<file path="src/rtl/lps_pkg.sv">
package lps_pkg;
  typedef enum logic [1:0] {OP_NOP, OP_WR, OP_DAC} op_e;
  typedef enum logic [1:0] {M_UP, M_REINIT, M_DOWN} mode_e;

  typedef struct packed {
    op_e        op;
    logic [2:0] addr;
    logic [7:0] data;
    logic [5:0] wait_ms;
    logic       last;
  } step_t;

  localparam int IDX_W = 5;
  localparam int MS_W  = 6;

  localparam logic [2:0] A_RES   = 3'd0;
  localparam logic [2:0] A_PHASE = 3'd1;
  localparam logic [2:0] A_PWRA  = 3'd3;
  localparam logic [2:0] A_PWRB  = 3'd4;
  localparam logic [2:0] A_PCTL  = 3'd6;
  localparam logic [2:0] A_POL   = 3'd7;

  localparam logic [IDX_W-1:0] STEP_PHASE = 5'd13;
  localparam logic [IDX_W-1:0] STEP_RES   = 5'd15;
  localparam logic [IDX_W-1:0] STEP_OFF   = 5'd16;

  localparam logic [MS_W-1:0] WAIT_VDD_MS  = 6'd3;
  localparam logic [MS_W-1:0] WAIT_GATE_MS = 6'd2;
  localparam logic [MS_W-1:0] WAIT_POL_MS  = 6'd1;
  localparam logic [MS_W-1:0] WAIT_OFF_MS  = 6'd34;

  localparam logic [7:0] VCOM_DEFAULT = 8'd125;
  localparam logic [7:0] PHASE_QVGA   = 8'h13;

  function automatic step_t mk(op_e o, logic [2:0] a, logic [7:0] d,
                               logic [MS_W-1:0] w, logic l);
    step_t s;
    s.op = o; s.addr = a; s.data = d; s.wait_ms = w; s.last = l;
    return s;
  endfunction
endpackage

</file>
<file path="src/rtl/lps_ms_timer.sv">
module lps_ms_timer #(
  parameter int CYC_PER_MS = 50000,
  parameter int MS_W       = 6
) (
  input  logic            clk,
  input  logic            rst_n,
  input  logic            start,
  input  logic [MS_W-1:0] ms,
  output logic            expired,
  output logic            running
);
  logic [MS_W-1:0] ms_left;
  logic            tick_end;

  generate
    if (CYC_PER_MS > 1) begin : g_pre
      localparam int PRE_W = $clog2(CYC_PER_MS);
      logic [PRE_W-1:0] pre_cnt;
      assign tick_end = (pre_cnt == PRE_W'(CYC_PER_MS - 1));
      always_ff @(posedge clk or negedge rst_n) begin
        if (!rst_n)                    pre_cnt <= '0;
        else if (start || tick_end)    pre_cnt <= '0;
        else if (running)              pre_cnt <= pre_cnt + 1'b1;
      end
    end else begin : g_nopre
      assign tick_end = 1'b1;
    end
  endgenerate

  assign expired = running && tick_end && (ms_left == MS_W'(1));

  always_ff @(posedge clk or negedge rst_n) begin
    if (!rst_n) begin
      running <= 1'b0;
      ms_left <= '0;
    end else if (start) begin
      running <= 1'b1;
      ms_left <= ms;
    end else if (running && tick_end) begin
      if (ms_left == MS_W'(1)) running <= 1'b0;
      else                     ms_left <= ms_left - 1'b1;
    end
  end

  assert_ms_nonzero_R4: assert property (@(posedge clk) disable iff (!rst_n)
    running |-> (ms_left != '0));
  assert_start_idle_R4: assert property (@(posedge clk) disable iff (!rst_n)
    start |-> !running);
endmodule

</file>
<file path="src/rtl/lps_step_table.sv">
module lps_step_table
  import lps_pkg::*;
(
  input  logic [IDX_W-1:0] idx,
  input  logic [7:0]       phase_byte,
  input  logic             res_qvga,
  input  logic [7:0]       vcom_code,
  output step_t            step
);
  always_comb begin
    case (idx)
      5'd0:  step = mk(OP_WR,  A_PCTL,  8'h1F, '0, 1'b0);
      5'd1:  step = mk(OP_WR,  A_PWRA,  8'h03, '0, 1'b0);
      5'd2:  step = mk(OP_WR,  A_PWRB,  8'h00, '0, 1'b0);
      5'd3:  step = mk(OP_WR,  A_PWRB,  8'h04, WAIT_VDD_MS, 1'b0);
      5'd4:  step = mk(OP_WR,  A_PWRA,  8'h07, '0, 1'b0);
      5'd5:  step = mk(OP_WR,  A_PCTL,  8'h09, '0, 1'b0);
      5'd6:  step = mk(OP_DAC, 3'd0,    vcom_code, '0, 1'b0);
      5'd7:  step = mk(OP_WR,  A_PWRA,  8'h17, '0, 1'b0);
      5'd8:  step = mk(OP_WR,  A_PWRB,  8'h06, WAIT_GATE_MS, 1'b0);
      5'd9:  step = mk(OP_WR,  A_PCTL,  8'h01, '0, 1'b0);
      5'd10: step = mk(OP_WR,  A_PWRA,  8'h1F, '0, 1'b0);
      5'd11: step = mk(OP_WR,  A_PWRB,  8'h07, '0, 1'b0);
      5'd12: step = mk(OP_WR,  A_PCTL,  8'h00, '0, 1'b0);
      5'd13: step = mk(OP_WR,  A_PHASE, phase_byte, '0, 1'b0);
      5'd14: step = mk(OP_WR,  A_POL,   8'h00, WAIT_POL_MS, 1'b0);
      5'd15: step = mk(OP_WR,  A_RES,   {7'd0, res_qvga}, '0, 1'b1);
      5'd16: step = mk(OP_NOP, 3'd0,    8'h00, WAIT_OFF_MS, 1'b0);
      5'd17: step = mk(OP_WR,  A_PWRB,  8'h06, '0, 1'b0);
      5'd18: step = mk(OP_WR,  A_PCTL,  8'h08, '0, 1'b0);
      5'd19: step = mk(OP_WR,  A_PWRA,  8'h14, '0, 1'b0);
      5'd20: step = mk(OP_DAC, 3'd0,    8'h00, '0, 1'b0);
      5'd21: step = mk(OP_WR,  A_PWRB,  8'h04, '0, 1'b0);
      5'd22: step = mk(OP_WR,  A_PWRA,  8'h10, '0, 1'b0);
      5'd23: step = mk(OP_WR,  A_PCTL,  8'h1E, '0, 1'b0);
      5'd24: step = mk(OP_WR,  A_PWRA,  8'h00, '0, 1'b0);
      5'd25: step = mk(OP_WR,  A_PWRB,  8'h00, '0, 1'b1);
      default: step = mk(OP_NOP, 3'd0,  8'h00, '0, 1'b1);
    endcase
  end
endmodule

</file>
<file path="src/rtl/lcd_pwr_seq.sv">
module lcd_pwr_seq
  import lps_pkg::*;
#(
  parameter int CYC_PER_MS = 50000
) (
  input  logic       clk,
  input  logic       rst_n,
  input  logic       pwr_on_req,
  input  logic       pwr_off_req,
  input  logic       res_qvga,
  input  logic [3:0] phase_val,
  input  logic       phase_vld,
  input  logic [7:0] vcom_val,
  input  logic       vcom_vld,
  output logic       wr_valid,
  input  logic       wr_ready,
  output logic [2:0] wr_addr,
  output logic [7:0] wr_data,
  output logic       dac_valid,
  input  logic       dac_ready,
  output logic [7:0] dac_code,
  output logic       busy,
  output logic       inited
);
  typedef enum logic [1:0] {S_IDLE, S_ISSUE, S_WAIT} state_e;

  state_e           state_q;
  mode_e            mode_q;
  logic [IDX_W-1:0] idx_q, nxt_idx;
  logic [7:0]       phase_q, vcom_q;
  logic             res_q;
  step_t            cur;
  logic             step_done, seq_end, tmr_start, tmr_exp, tmr_run;

  lps_step_table u_table (
    .idx(idx_q), .phase_byte(phase_q), .res_qvga(res_q),
    .vcom_code(vcom_q), .step(cur)
  );

  lps_ms_timer #(.CYC_PER_MS(CYC_PER_MS), .MS_W(MS_W)) u_timer (
    .clk(clk), .rst_n(rst_n), .start(tmr_start), .ms(cur.wait_ms),
    .expired(tmr_exp), .running(tmr_run)
  );

  assign busy      = (state_q != S_IDLE);
  assign wr_valid  = (state_q == S_ISSUE) && (cur.op == OP_WR);
  assign dac_valid = (state_q == S_ISSUE) && (cur.op == OP_DAC);
  assign wr_addr   = cur.addr;
  assign wr_data   = cur.data;
  assign dac_code  = cur.data;

  always_comb begin
    case (cur.op)
      OP_WR:   step_done = wr_ready;
      OP_DAC:  step_done = dac_ready;
      default: step_done = 1'b1;
    endcase
    step_done = step_done && (state_q == S_ISSUE);
  end

  assign tmr_start = step_done && (cur.wait_ms != '0);
  assign seq_end   = cur.last || ((mode_q == M_REINIT) && (idx_q == STEP_RES));
  assign nxt_idx   = ((mode_q == M_REINIT) && (idx_q == STEP_PHASE)) ? STEP_RES
                                                                      : idx_q + 1'b1;

  always_ff @(posedge clk or negedge rst_n) begin
    if (!rst_n) begin
      state_q <= S_IDLE;
      mode_q  <= M_UP;
      idx_q   <= '0;
      phase_q <= '0;
      vcom_q  <= '0;
      res_q   <= 1'b0;
      inited  <= 1'b0;
    end else begin
      case (state_q)
        S_IDLE: begin
          if (pwr_off_req) begin
            mode_q  <= M_DOWN;
            idx_q   <= STEP_OFF;
            state_q <= S_ISSUE;
          end else if (pwr_on_req) begin
            res_q   <= res_qvga;
            vcom_q  <= vcom_vld ? vcom_val : VCOM_DEFAULT;
            phase_q <= res_qvga ? PHASE_QVGA
                     : (phase_vld ? {3'd0, phase_val, 1'b1} : 8'h01);
            mode_q  <= inited ? M_REINIT : M_UP;
            idx_q   <= inited ? STEP_PHASE : '0;
            state_q <= S_ISSUE;
          end
        end
        S_ISSUE, S_WAIT: begin
          if ((state_q == S_ISSUE && step_done && cur.wait_ms != '0)) begin
            state_q <= S_WAIT;
          end else if ((state_q == S_ISSUE && step_done) ||
                       (state_q == S_WAIT && tmr_exp)) begin
            if (seq_end) begin
              state_q <= S_IDLE;
              inited  <= (mode_q != M_DOWN);
            end else begin
              idx_q   <= nxt_idx;
              state_q <= S_ISSUE;
            end
          end
        end
        default: state_q <= S_IDLE;
      endcase
    end
  end

  assert_wr_hold_R2: assert property (@(posedge clk) disable iff (!rst_n)
    (wr_valid && !wr_ready) |=> (wr_valid && $stable(wr_addr) && $stable(wr_data)));
  assert_dac_hold_R5: assert property (@(posedge clk) disable iff (!rst_n)
    (dac_valid && !dac_ready) |=> (dac_valid && $stable(dac_code)));
  assert_paths_excl_R5: assert property (@(posedge clk) disable iff (!rst_n)
    !(wr_valid && dac_valid));
  assert_reinit_regs_R8: assert property (@(posedge clk) disable iff (!rst_n)
    (mode_q == M_REINIT && wr_valid) |-> (wr_addr == A_PHASE || wr_addr == A_RES));
  assert_off_clears_R9: assert property (@(posedge clk) disable iff (!rst_n)
    ($fell(busy) && mode_q == M_DOWN) |-> !inited);
  assert_wait_timer_R4: assert property (@(posedge clk) disable iff (!rst_n)
    (state_q == S_WAIT) |-> tmr_run);
endmodule

</file>
<file path="config.mk">
export PLATFORM = sky130hd
export DESIGN_NAME = lcd_pwr_seq
export DESIGN_NICKNAME = d
export VERILOG_FILES = /design/src/rtl/lps_pkg.sv /design/src/rtl/lps_ms_timer.sv /design/src/rtl/lps_step_table.sv /design/src/rtl/lcd_pwr_seq.sv
export SDC_FILE = /design/constraint.sdc
export NUM_CORES = 1
export LEC_CHECK = 0
export ABC_AREA = 0
export BUFFER_PORTS_ARGS = -buffer_cell sky130_fd_sc_hd__clkbuf_2
export CORE_ASPECT_RATIO = 1.2
export CORE_MARGIN = 4
export CORE_UTILIZATION = 40
export CTS_CLUSTER_DIAMETER = 40
export CTS_CLUSTER_SIZE = 14
export DETAILED_ROUTE_END_ITERATION = 12
export REMOVE_ABC_BUFFERS = 1
export SYNTH_ARGS = -nofsm -noshare
export SYNTH_HDL_FRONTEND = slang
export SYNTH_HIERARCHICAL = 1
export SYNTH_SLANG_ARGS = --single-unit
</file>
<file path="constraint.sdc">
create_clock -name clk -period 2.5 [get_ports clk]
set_input_delay 0.5 -clock clk [delete_from_list [all_inputs] [get_ports clk]]
set_output_delay 0.5 -clock clk [all_outputs]
set_load 0.02 [all_outputs]
</file>
==> out/metrics.cfg, run 1 <==
[clock_tree]
clk_root_buffer_cell = clkbuf_8
cts.path.max_buffers = 2
cts_buffers = 5
cts_tree = built
cts_max_level = 2
clkLatencyLatePin_ns = 0.30
clkTransAtPathRegs_ns = 0.10
ctsHoldBuffers = 0
cts.sinks = 47

[final_layout]
fin_nets = 523
nFillCells = 795
area_growth_pct = 30.07
n_antenna_cell = 0
regArea_mm2 = 0.001182
drive_gt1_share_pct = 36.66
multi_input_area_mm2 = 0.002236

[power_and_ir_drop]
seq_power_share_pct = 21.4
combPwrFrac_pct = 70.0
power_uw = 5943
swShare_pct = 45.28
power_frac_clock_pct = 8.6
peakVddDrop_uv = 418.0
powerDensity_mw_per_mm2 = 1304
leakage_uw = 0.002002
p_int_uw = 3252
p_sw_uw = 2691

[setup_path]
arrival_ns = 2.71
cpPeakStageDelay_ns = 0.45
setup.worst_path.class = flip-flop to flip-flop
crit_fanout = 6
crit_slowest_cell = dfrtp_2
end_kind = flip-flop
worstSetupStartpointType = flip-flop
worst-path-buf-inv = 1
crit_top_cell = a21oi_2
worstPathRequired_ns = 2.69
critPathTopFamily = compound AO/OA/AOI/OAI gates
path_cells = or3_4, a21oi_2, a21oi_2, inv_2, ha_4, a221o_2, a32oi_4, o32ai_4, mux2_4

[floorplanning]
rows = 37
start_util_pct = 40.91
coreArea_mm2 = 0.008564
io_pins = 44
die_area_mm2 = 0.01033
die_h_um = 110.5
die_w_um = 93.43

[synth]
synth_top_cell_by_area = dfrtp_1
netlist_instances = 403
synth.top_cell.area_share_pct = 33.57
ys_seq_area_share_pct = 33.57
synth_cell_types = 74
ys_ff_latch = 47
ys_warn_count = 6
synth-main-ff-cell = dfrtp_1
syn_avg_cell_area_um2 = 8.693
synth.cell_area_mm2 = 0.003503
synth-async-reset-ratio_pct = 100.0
synth_edf_count = 0
synth_area_leaders = dfrtp_1 (34%), nand2_1 (4.5%), ha_1 (4.3%)

[detailed_routing]
routed_via_density = 5.289
routed_wl_um = 8761
drtIter0Drc = 109
dr.pass1.iters = 4
drc = 0
drtAntennaViolNets = 0
num_vias = 3216
wl_per_cell_um = 14.41

[grt]
grt_pass1_wl_um = 14470
gr-total-overflow = 0
grt_pass1_vias = 3090
grt_use_total_pct = 16.76
grt_max_degree = 48
grt_antenna_before_repair = 0

[job]
cap_violations = 0

[sta]
rsz0062_at_grt = true
worst_slew_pin_slew_ns = 0.6162
slew_viol_final = 0
setup_ws_ns = -0.02094
min_period_over_period_pct = 100.8
slew_headroom_pct = 58.92
whs_ns = 0.2922
final.min_clock_period_ns = 2.521
hold_viol_final = 0
finalSetupViolations = 4
fin_tns_setup_ns = -0.07745
clock.fmax_ghz = 0.3967
skew_ns = 0.01059

[placed_design]
port_buffers = 43
finalWeightedCongestion = 0.8390
post-dp-hpwl_um = 6100

[outcome]
status = finished, violations left
violations = setup timing

[worst_hold_path]
hp-class = input pin to async pin

## metrics by stage
stage          util (%)  setup slack (ns)  std cells  area [um2]
2_1_floorplan         -           -0.5270        375        3289
3_5_place_dp      46.84           -0.1355        583        4011
6_report          53.21          -0.02094        608        4557
3_3_place_gp      46.84          -0.07652        583        4011
4_1_cts           49.98          -0.08692        599        4280
5_1_grt           53.21           -0.1227        608        4557
## worst paths after layout
kind                                        startpoint                     end  slack [ns]  cells past startpoint
worst min-delay path                             rst_n   vcom_q[3]$_DFFE_PN0P_        0.29                      2
max in group asynchronous                        rst_n    idx_q[3]$_DFFE_PN0P_        1.76                      2
worst min register to register  phase_q[0]$_DFFE_PN0P_  phase_q[0]$_DFFE_PN0P_        0.48                      1
min in group clk                           pwr_off_req   mode_q[0]$_DFFE_PN0P_        0.42                      2
worst max-delay path              idx_q[1]$_DFFE_PN0P_    idx_q[0]$_DFFE_PN0P_       -0.02                      9
worst max register to register    idx_q[1]$_DFFE_PN0P_    idx_q[0]$_DFFE_PN0P_       -0.02                      9
## power groups by stage
stage	logic, uW	clock network [uW]	registers (uW)
after floorplan	1990	0	1410
after global placement	3290	0	1270
after detailed placement	3340	0	1280
after CTS	3620	526	1280
after global routing	4550	557	1320
final	4160	512	1270
## cells in the final DEF (no fill, tap or decap), drive strengths merged, types with 3 or more instances in the layout
cell type  instances
buf               73
dfrtp             47
nand2             42
clkbuf            42
o21ai             37
nor2              30
a21oi             22
inv               18
a31oi             12
ha                12
nor2b             11
nand3             11
nor3              10
or4                9
xor2               8
nand2b             7
o31ai              7
or3                7
xnor2              6
conb               6
nand4              6
mux2               6
and3               4
nand3b             4
a22o               4
and2               4
a21o               3
o211ai             3
o32ai              3
nor4b              3
or2                3
a221oi             3
o22ai              3
## what timing repair did
action	4_1_cts	5_1_grt
pin swaps	14	15
endpoints found under the setup margin	38	46
resized for setup	28	57
gates cloned	1	3
buffers inserted	7	6
## registers in the layout, summed over array words and instances (netlist names)
register               count
u_timer/g_pre.pre_cnt     16
res_q                      1
inited                     1
u_timer/ms_left            6
mode_q                     2
phase_q                    5
u_timer/running            1
vcom_q                     8
state_q                    2
idx_q                      5
## metal layers
metal | vias up | global-route usage [%] | wire, um
li1 | 1617 | - | -
met1 | 1527 | 21.34 | 3863
met2 | 60 | 30.10 | 4586
met3 | 12 | 2.520 | 226
met4 | 0 | 2.542 | 85
met5 | - | 0 | 0
## cells in the mapped netlist, types with 4 or more instances
master and count:
dfrtp_1 47, nand2_1 42, nor2_1 30, a21oi_1 22, o21ai_1 19, o21ai_0 16
buf_4 15, inv_1 15, a31oi_1 12, ha_1 12, nor2b_1 11, nand3_1 10
or4_1 8, xor2_1 8, nand2b_1 7, nor3_1 7, o31ai_1 7, buf_2 6
buf_6 6, nand4_1 6, xnor2_1 6, clkbuf_1 5, a22o_1 4, and3_1 4
mux2_4 4, nand3b_1 4
## kinds of logic (layout without fill, tap and decap cells)
group / count (synthesis) / after routing / synth area share (%)
compound gates: 110 / 111 / 20.79
xor+xnor: 14 / 14 / 3.500
fa+ha+maj: 12 / 12 / 4.286
buf+inv: 50 / 133 / 8.536
flops: 47 / 47 / 33.57
mux: 8 / 8 / 2.929
other cells: 2 / 6 / 0.2144
simple gates: 160 / 160 / 26.18
## final cells by class
cell class | count | share of cell area [%]
clock buffer | 8 | 2.197
inverter | 18 | 1.702
multi-input combinational | 311 | 49.07
sequential | 47 | 25.95
tap | 117 | 3.213
timing repair buffer | 107 | 17.87
No activity file was read; power rests on OpenSTA's default activity.
==> run 2: changes to the inputs <==
--- a/config.mk
+++ b/config.mk
@@ -7,7 +7,6 @@
 export LEC_CHECK = 0
 export ABC_AREA = 0
 export BUFFER_PORTS_ARGS = -buffer_cell sky130_fd_sc_hd__clkbuf_2
-export CORE_ASPECT_RATIO = 1.2
 export CORE_MARGIN = 4
 export CORE_UTILIZATION = 40
 export CTS_CLUSTER_DIAMETER = 40
==> out/metrics.cfg, run 2 (synthesized netlist as in run 1, its figures left out) <==
[detailed_routing]
drtIter0Drc = 127  ; +17%
routed_wl_um = 9398  ; +7.3%
wl_per_cell_um = 15.23  ; +5.7%
dr.pass1.iters = 5  ; +1
drc = 0  ; unchanged
routed_via_density = 5.391  ; +1.9%
num_vias = 3326  ; +3.4%
drtAntennaViolNets = 0  ; unchanged

[power_and_ir_drop]
powerDensity_mw_per_mm2 = 1318  ; +1.1%
p_sw_uw = 2876  ; +6.9%
swShare_pct = 45.96  ; +0.68 points
seq_power_share_pct = 20.3  ; -1.1 points
p_int_uw = 3382  ; +4.0%
power_uw = 6258  ; +5.3%
power_frac_clock_pct = 7.5  ; -1.1 points
leakage_uw = 0.002064  ; +3.1%
combPwrFrac_pct = 72.3  ; +2.3 points
peakVddDrop_uv = 586.2  ; +40%

[clock_tree]
cts.path.max_buffers = 2  ; unchanged
ctsHoldBuffers = 0  ; unchanged
cts.sinks = 47  ; unchanged
clkTransAtPathRegs_ns = 0.09  ; about the same
cts_tree = built
cts_buffers = 5  ; unchanged
clkLatencyLatePin_ns = 0.31  ; about the same
cts_max_level = 2  ; unchanged
clk_root_buffer_cell = clkbuf_8

[sta]
fin_tns_setup_ns = -0.5627  ; -0.4853 ns
clock.fmax_ghz = 0.3875  ; -2.3%
setup_ws_ns = -0.08080  ; -0.05986 ns
slew_viol_final = 0  ; unchanged
slew_headroom_pct = 57.33  ; -1.6 points
hold_viol_final = 0  ; unchanged
skew_ns = 0.004552  ; -0.006036 ns
worst_slew_pin_slew_ns = 0.6401  ; +0.02396 ns
rsz0062_at_grt = true
final.min_clock_period_ns = 2.581  ; +0.05986 ns
min_period_over_period_pct = 103.2  ; +2.4 points
finalSetupViolations = 15  ; +11

[setup_path]
setup.worst_path.class = flip-flop to flip-flop
arrival_ns = 2.78  ; +0.07 ns
r2r_setup_slack_ns = -0.08  ; -0.06 ns
end_kind = flip-flop
crit_fanout = 5  ; -1
worstSetupStartpointType = flip-flop
worstPathRequired_ns = 2.70  ; about the same

[placed_design]
dp_slack_ns = -0.1279  ; +0.007632 ns
port_buffers = 43  ; unchanged
placement.cell_area_mm2 = 0.004114  ; +2.6%
finalWeightedCongestion = 0.8186  ; -2.4%
post-dp-hpwl_um = 6500  ; +6.6%

[grt]
grt_max_degree = 28  ; -42%
grt_pass1_wl_um = 14850  ; +2.6%
grt_use_total_pct = 17.81  ; +1.0 points
grt_pass1_vias = 3087  ; -0.097%
grt_antenna_before_repair = 0  ; unchanged
gr-total-overflow = 0  ; unchanged

[floorplanning]
start_util_pct = 41.80  ; +0.89 points
die_w_um = 101.6  ; +8.7%
die_area_mm2 = 0.01032  ; about the same
coreArea_mm2 = 0.008382  ; -2.1%
io_pins = 44  ; unchanged
rows = 33  ; -11%
die_h_um = 101.6  ; -8.1%

[final_layout]
design_area_mm2 = 0.004748  ; +4.2%
reg_top3 = u_timer/g_pre.pre_cnt (16), vcom_q (8), u_timer/ms_left (6)
drive_gt1_share_pct = 42.19  ; +5.5 points
final_cell_mix = buf_4 (77), dfrtp_1 (42), nand2_1 (40), clkbuf_2 (34), nor2_1 (22)
top_register = u_timer/g_pre.pre_cnt
area_growth_pct = 35.54
largest_register_ff_count = 16  ; unchanged
fin_nets = 545  ; +4.2%
layout_commonest_cell = buf_4
n_antenna_cell = 0  ; unchanged

[outcome]
violations = setup timing
status = finished, violations left

[job]
cap_violations = 0  ; unchanged

[worst_hold_path]
hp-class = input pin to async pin

## run 2: cell count changes in the layout (fill, tap and decap cells not counted), moves of 3 or more
cell     delta
buf_4      +21
nor2_2      +4
nor2_1      -7
nor2_4      +3
a21oi_2     +3
## run 2: final cells by class
class / count / area (um2)
fill: 733 / 3633
multi-input combinational: 311 / 2316
sequential: 47 / 1182
timing repair buffer: 129 / 962.2
tap: 105 / 131.4
inverter: 18 / 73.82
clock buffer: 5 / 68.82
clock inverter: 2 / 13.76
## run 2: metal layers
| layer | vias up | global-route usage (%) | share of wire (%) |
|---|---|---|---|
| li1 | 1665 | - | - |
| met1 | 1585 | 25.16 | 47 |
| met2 | 71 | 28.92 | 48 |
| met3 | 5 | 2.755 | 4.5 |
| met4 | 0 | 3.681 | 0.62 |
| met5 | - | 0 | 0 |
## run 2: per-stage QoR
| stage | hold slack (ns) | cells | util [%] |
|---|---|---|---|
| floorplan | 0.2044 | 375 | - |
| detailed placement | 0.4651 | 585 | 49.08 |
| global placement | 0.4621 | 585 | 49.08 |
| global route | 0.2341 | 617 | 56.65 |
| CTS | 0.2148 | 604 | 52.38 |
| finish | 0.1918 | 617 | 56.65 |
## run 2: path summary, 6_finish.rpt
kind,start,to,cells after the start
max,idx_q[1]$_DFFE_PN0P_,idx_q[3]$_DFFE_PN0P_,10
min,rst_n,vcom_q[1]$_DFFE_PN0P_,1
max reg2reg,idx_q[1]$_DFFE_PN0P_,idx_q[3]$_DFFE_PN0P_,10
min reg2reg,phase_q[0]$_DFFE_PN0P_,phase_q[0]$_DFFE_PN0P_,1
max in group asynchronous,rst_n,u_timer/g_pre.pre_cnt[1]$_DFFE_PN0P_,2
min in group clk,vcom_val[1],vcom_q[1]$_DFFE_PN0P_,3
## run 2: power by group through the flow
stage	clock network [uW]	registers, uW	logic, uW
floorplan	0	1410	1990
global placement	0	1280	3430
detailed placement	0	1290	3470
CTS	480	1260	3830
global route	507	1310	4890
finish	468	1270	4520
## run 2: what timing repair did
action / in CTS / in global routing
resized for setup: 28 / 68
buffers inserted: 11 / 15
gates cloned: 1 / 0
pin swaps: 15 / 20
setup endpoints to repair: 37 / 48
## run 2: critical path, cell delays in order (launching register included)
cell,delay (ns)
dfrtp_2,0.42
buf_6,0.13
or3_4,0.34
a21oi_2,0.16
a21oi_2,0.06
inv_2,0.07
ha_4,0.19
a221o_2,0.35
a32oi_4,0.23
o32ai_4,0.19
mux2_4,0.33
==> run 3: changes to the inputs <==
--- a/config.mk
+++ b/config.mk
@@ -12,6 +12,8 @@
 export CTS_CLUSTER_DIAMETER = 40
 export CTS_CLUSTER_SIZE = 14
 export DETAILED_ROUTE_END_ITERATION = 12
+export PLACE_DENSITY = 0.58
+export RECOVER_POWER = 100
 export REMOVE_ABC_BUFFERS = 1
 export SYNTH_ARGS = -nofsm -noshare
 export SYNTH_HDL_FRONTEND = slang
==> out/metrics.cfg, run 3 (synthesized netlist as in run 1, its figures left out) <==
[detailed_routing]
dr.pass1.iters = 4  ; -1
num_vias = 3259  ; -2.0%
routed_wl_um = 8992  ; -4.3%
drtAntennaViolNets = 0  ; unchanged
routed_via_density = 5.405  ; +0.26%
drc = 0  ; unchanged
wl_per_cell_um = 14.91  ; -2.1%
drtIter0Drc = 184  ; +45%

[floorplanning]
coreArea_mm2 = 0.008382  ; unchanged
die_w_um = 101.6  ; unchanged
start_util_pct = 41.80  ; unchanged
die_h_um = 101.6  ; unchanged
rows = 33  ; unchanged
die_area_mm2 = 0.01032  ; unchanged
io_pins = 44  ; unchanged

[clock_tree]
clkLatencyLatePin_ns = 0.31  ; about the same
cts_tree = built
cts_max_level = 2  ; unchanged
cts_buffers = 5  ; unchanged
cts.path.max_buffers = 2  ; unchanged
cts.sinks = 47  ; unchanged
clkTransAtPathRegs_ns = 0.10  ; about the same
ctsHoldBuffers = 0  ; unchanged
clk_root_buffer_cell = clkbuf_8

[power_and_ir_drop]
combPwrFrac_pct = 68.3  ; -4.0 points
p_int_uw = 3236  ; -4.3%
swShare_pct = 45.63  ; -0.33 points
peakVddDrop_uv = 444.2  ; -24%
power_frac_clock_pct = 10.3  ; +2.8 points
powerDensity_mw_per_mm2 = 1311  ; -0.53%
p_sw_uw = 2716  ; -5.6%
seq_power_share_pct = 21.4  ; +1.1 points
power_uw = 5951  ; -4.9%
leakage_uw = 0.002011  ; -2.6%

[final_layout]
fin_nets = 530  ; -2.8%
reg_top3 = u_timer/g_pre.pre_cnt (16), vcom_q (8), u_timer/ms_left (6)
final_cell_mix = buf_4 (62), dfrtp_1 (42), nand2_1 (38), clkbuf_2 (32)
nFillCells = 758  ; +3.4%
drive_gt1_share_pct = 36.35  ; -5.8 points
layout_commonest_cell = buf_4
final_util_pct = 54.16  ; -2.5 points
largest_register_ff_count = 16  ; unchanged
top_register = u_timer/g_pre.pre_cnt
area_growth_pct = 29.57
n_antenna_cell = 0  ; unchanged

[placed_design]
finalWeightedCongestion = 0.8372  ; +2.3%
port_buffers = 43  ; unchanged
post-dp-hpwl_um = 6455  ; -0.69%

[setup_path]
cpPeakStageDelay_ns = 0.49  ; +0.07 ns
arrival_ns = 2.78  ; about the same
crit_slowest_cell = dfrtp_2
path_cells = or3_4, a21oi_2, a21oi_2, inv_2, ha_4, a221o_2, a32oi_2, o32ai_4, mux2_4
worst-path-buf-inv = 1  ; -1
worstPathRequired_ns = 2.69  ; about the same
end_kind = flip-flop
worstSetupStartpointType = flip-flop
crit_fanout = 8  ; +3
setup.worst_path.class = flip-flop to flip-flop
crit_top_cell = a21oi_2
critPathTopFamily = compound AO/OA/AOI/OAI gates

[grt]
grt_pass1_wl_um = 14810  ; -0.23%
grt_max_degree = 28  ; unchanged
grt_pass1_vias = 3077  ; -0.32%
grt_antenna_before_repair = 0  ; unchanged
grt_use_total_pct = 17.57  ; -0.23 points
gr-total-overflow = 0  ; unchanged

[sta]
slew_viol_final = 0  ; unchanged
setup_ws_ns = -0.08524  ; -0.004439 ns
hold_viol_final = 0  ; unchanged
worst_slew_pin_slew_ns = 1.304  ; +0.6639 ns
min_period_over_period_pct = 103.4  ; +0.18 points
clock.fmax_ghz = 0.3868  ; -0.17%
rsz0062_at_grt = true
finalSetupViolations = 5  ; -10
final.min_clock_period_ns = 2.585  ; +0.004439 ns
skew_ns = 0.01225  ; +0.007698 ns
whs_ns = 0.4060  ; +0.2142 ns
slew_headroom_pct = 13.07  ; -44 points

[job]
cap_violations = 0  ; unchanged

[outcome]
violations = setup timing
status = finished, violations left

[worst_hold_path]
hp-class = input pin to flip-flop

==> run 3: cell types whose count changed in the layout (fill, tap and decap cells not counted), moves of 3 or more <==
cell      before  now
nor2_4         3    0
o21ai_0       14   28
clkbuf_1       0    5
a21oi_2        9    5
a21oi_1       13   17
ha_1           7   10
buf_6         12    7
o21ai_1       21    7
nor2_1        22   28
nor2_2         5    2
buf_4         77   62
==> run 3: worst paths after layout <==
kind,cells after the start,start,end,slack (ns)
max,9,idx_q[1]$_DFFE_PN0P_,idx_q[3]$_DFFE_PN0P_,-0.09
min reg2reg,1,phase_q[0]$_DFFE_PN0P_,phase_q[0]$_DFFE_PN0P_,0.48
max in group asynchronous,2,rst_n,u_timer/g_pre.pre_cnt[0]$_DFFE_PN0P_,0.72
max reg2reg,9,idx_q[1]$_DFFE_PN0P_,idx_q[3]$_DFFE_PN0P_,-0.09
min in group asynchronous,1,rst_n,vcom_q[1]$_DFFE_PN0P_,0.45
min,2,pwr_off_req,mode_q[0]$_DFFE_PN0P_,0.41
==> run 3: repair_timing <==
action,4_1_cts,5_1_grt
pin swaps,12,17
gates resized for setup,27,40
gates cloned,1,2
setup buffers,7,8
endpoints found under the setup margin,35,42
==> run 3: layout make-up <==
type / count / area (um2) / area share, %
inverters: 18 / 75.07 / 1.654
repair buffers: 114 / 810.8 / 17.86
well taps: 105 / 131.4 / 2.894
clock inverters: 2 / 38.79 / 0.8545
clock buffers: 6 / 82.58 / 1.819
flip-flops and latches: 47 / 1182 / 26.05
multi-input cells: 311 / 2218 / 48.87
==> run 3: power by group through the flow <==
stage,Sequential [uW],Combinational (uW),Clock [uW]
final,1270,4070,612
after global placement,1270,3380,0
after detailed placement,1280,3430,0
after floorplan,1410,1990,0
after CTS,1270,3710,626
after global routing,1310,4440,656
==> run 3: per-layer routing <==
metal / GRT usage (%) / up-vias / part of all wire, %
met2: 28.82 / 81 / 47
met5: 0 / - / 0
li1: - / 1635 / -
met4: 2.761 / 0 / 1.2
met1: 25.12 / 1536 / 47
met3: 2.479 / 7 / 4.8
==> run 3: metrics by stage <==
step | cell area, um2 | std cells | worst slack [ns] | setup TNS, ns
after floorplan | 3289 | 375 | -0.5270 | -12.92
after global placement | 4061 | 578 | -0.07281 | -0.5775
after detailed placement | 4061 | 578 | -0.1630 | -2.968
after CTS | 4342 | 593 | -0.09809 | -0.5266
after global routing | 4539 | 603 | -0.1378 | -0.7474
final | 4539 | 603 | -0.08524 | -0.3737
==> run 3: worst register-to-register path: cells and delay by family, from the launching register on <==
kind	cells	cell delay, ns
muxes	1	0.33
buffers and inverters	1	0.07
AOI/OAI and AO/OA	5	1.03
adders and majority gates	1	0.19
DFF	1	0.49
and+or+nand+nor	1	0.36
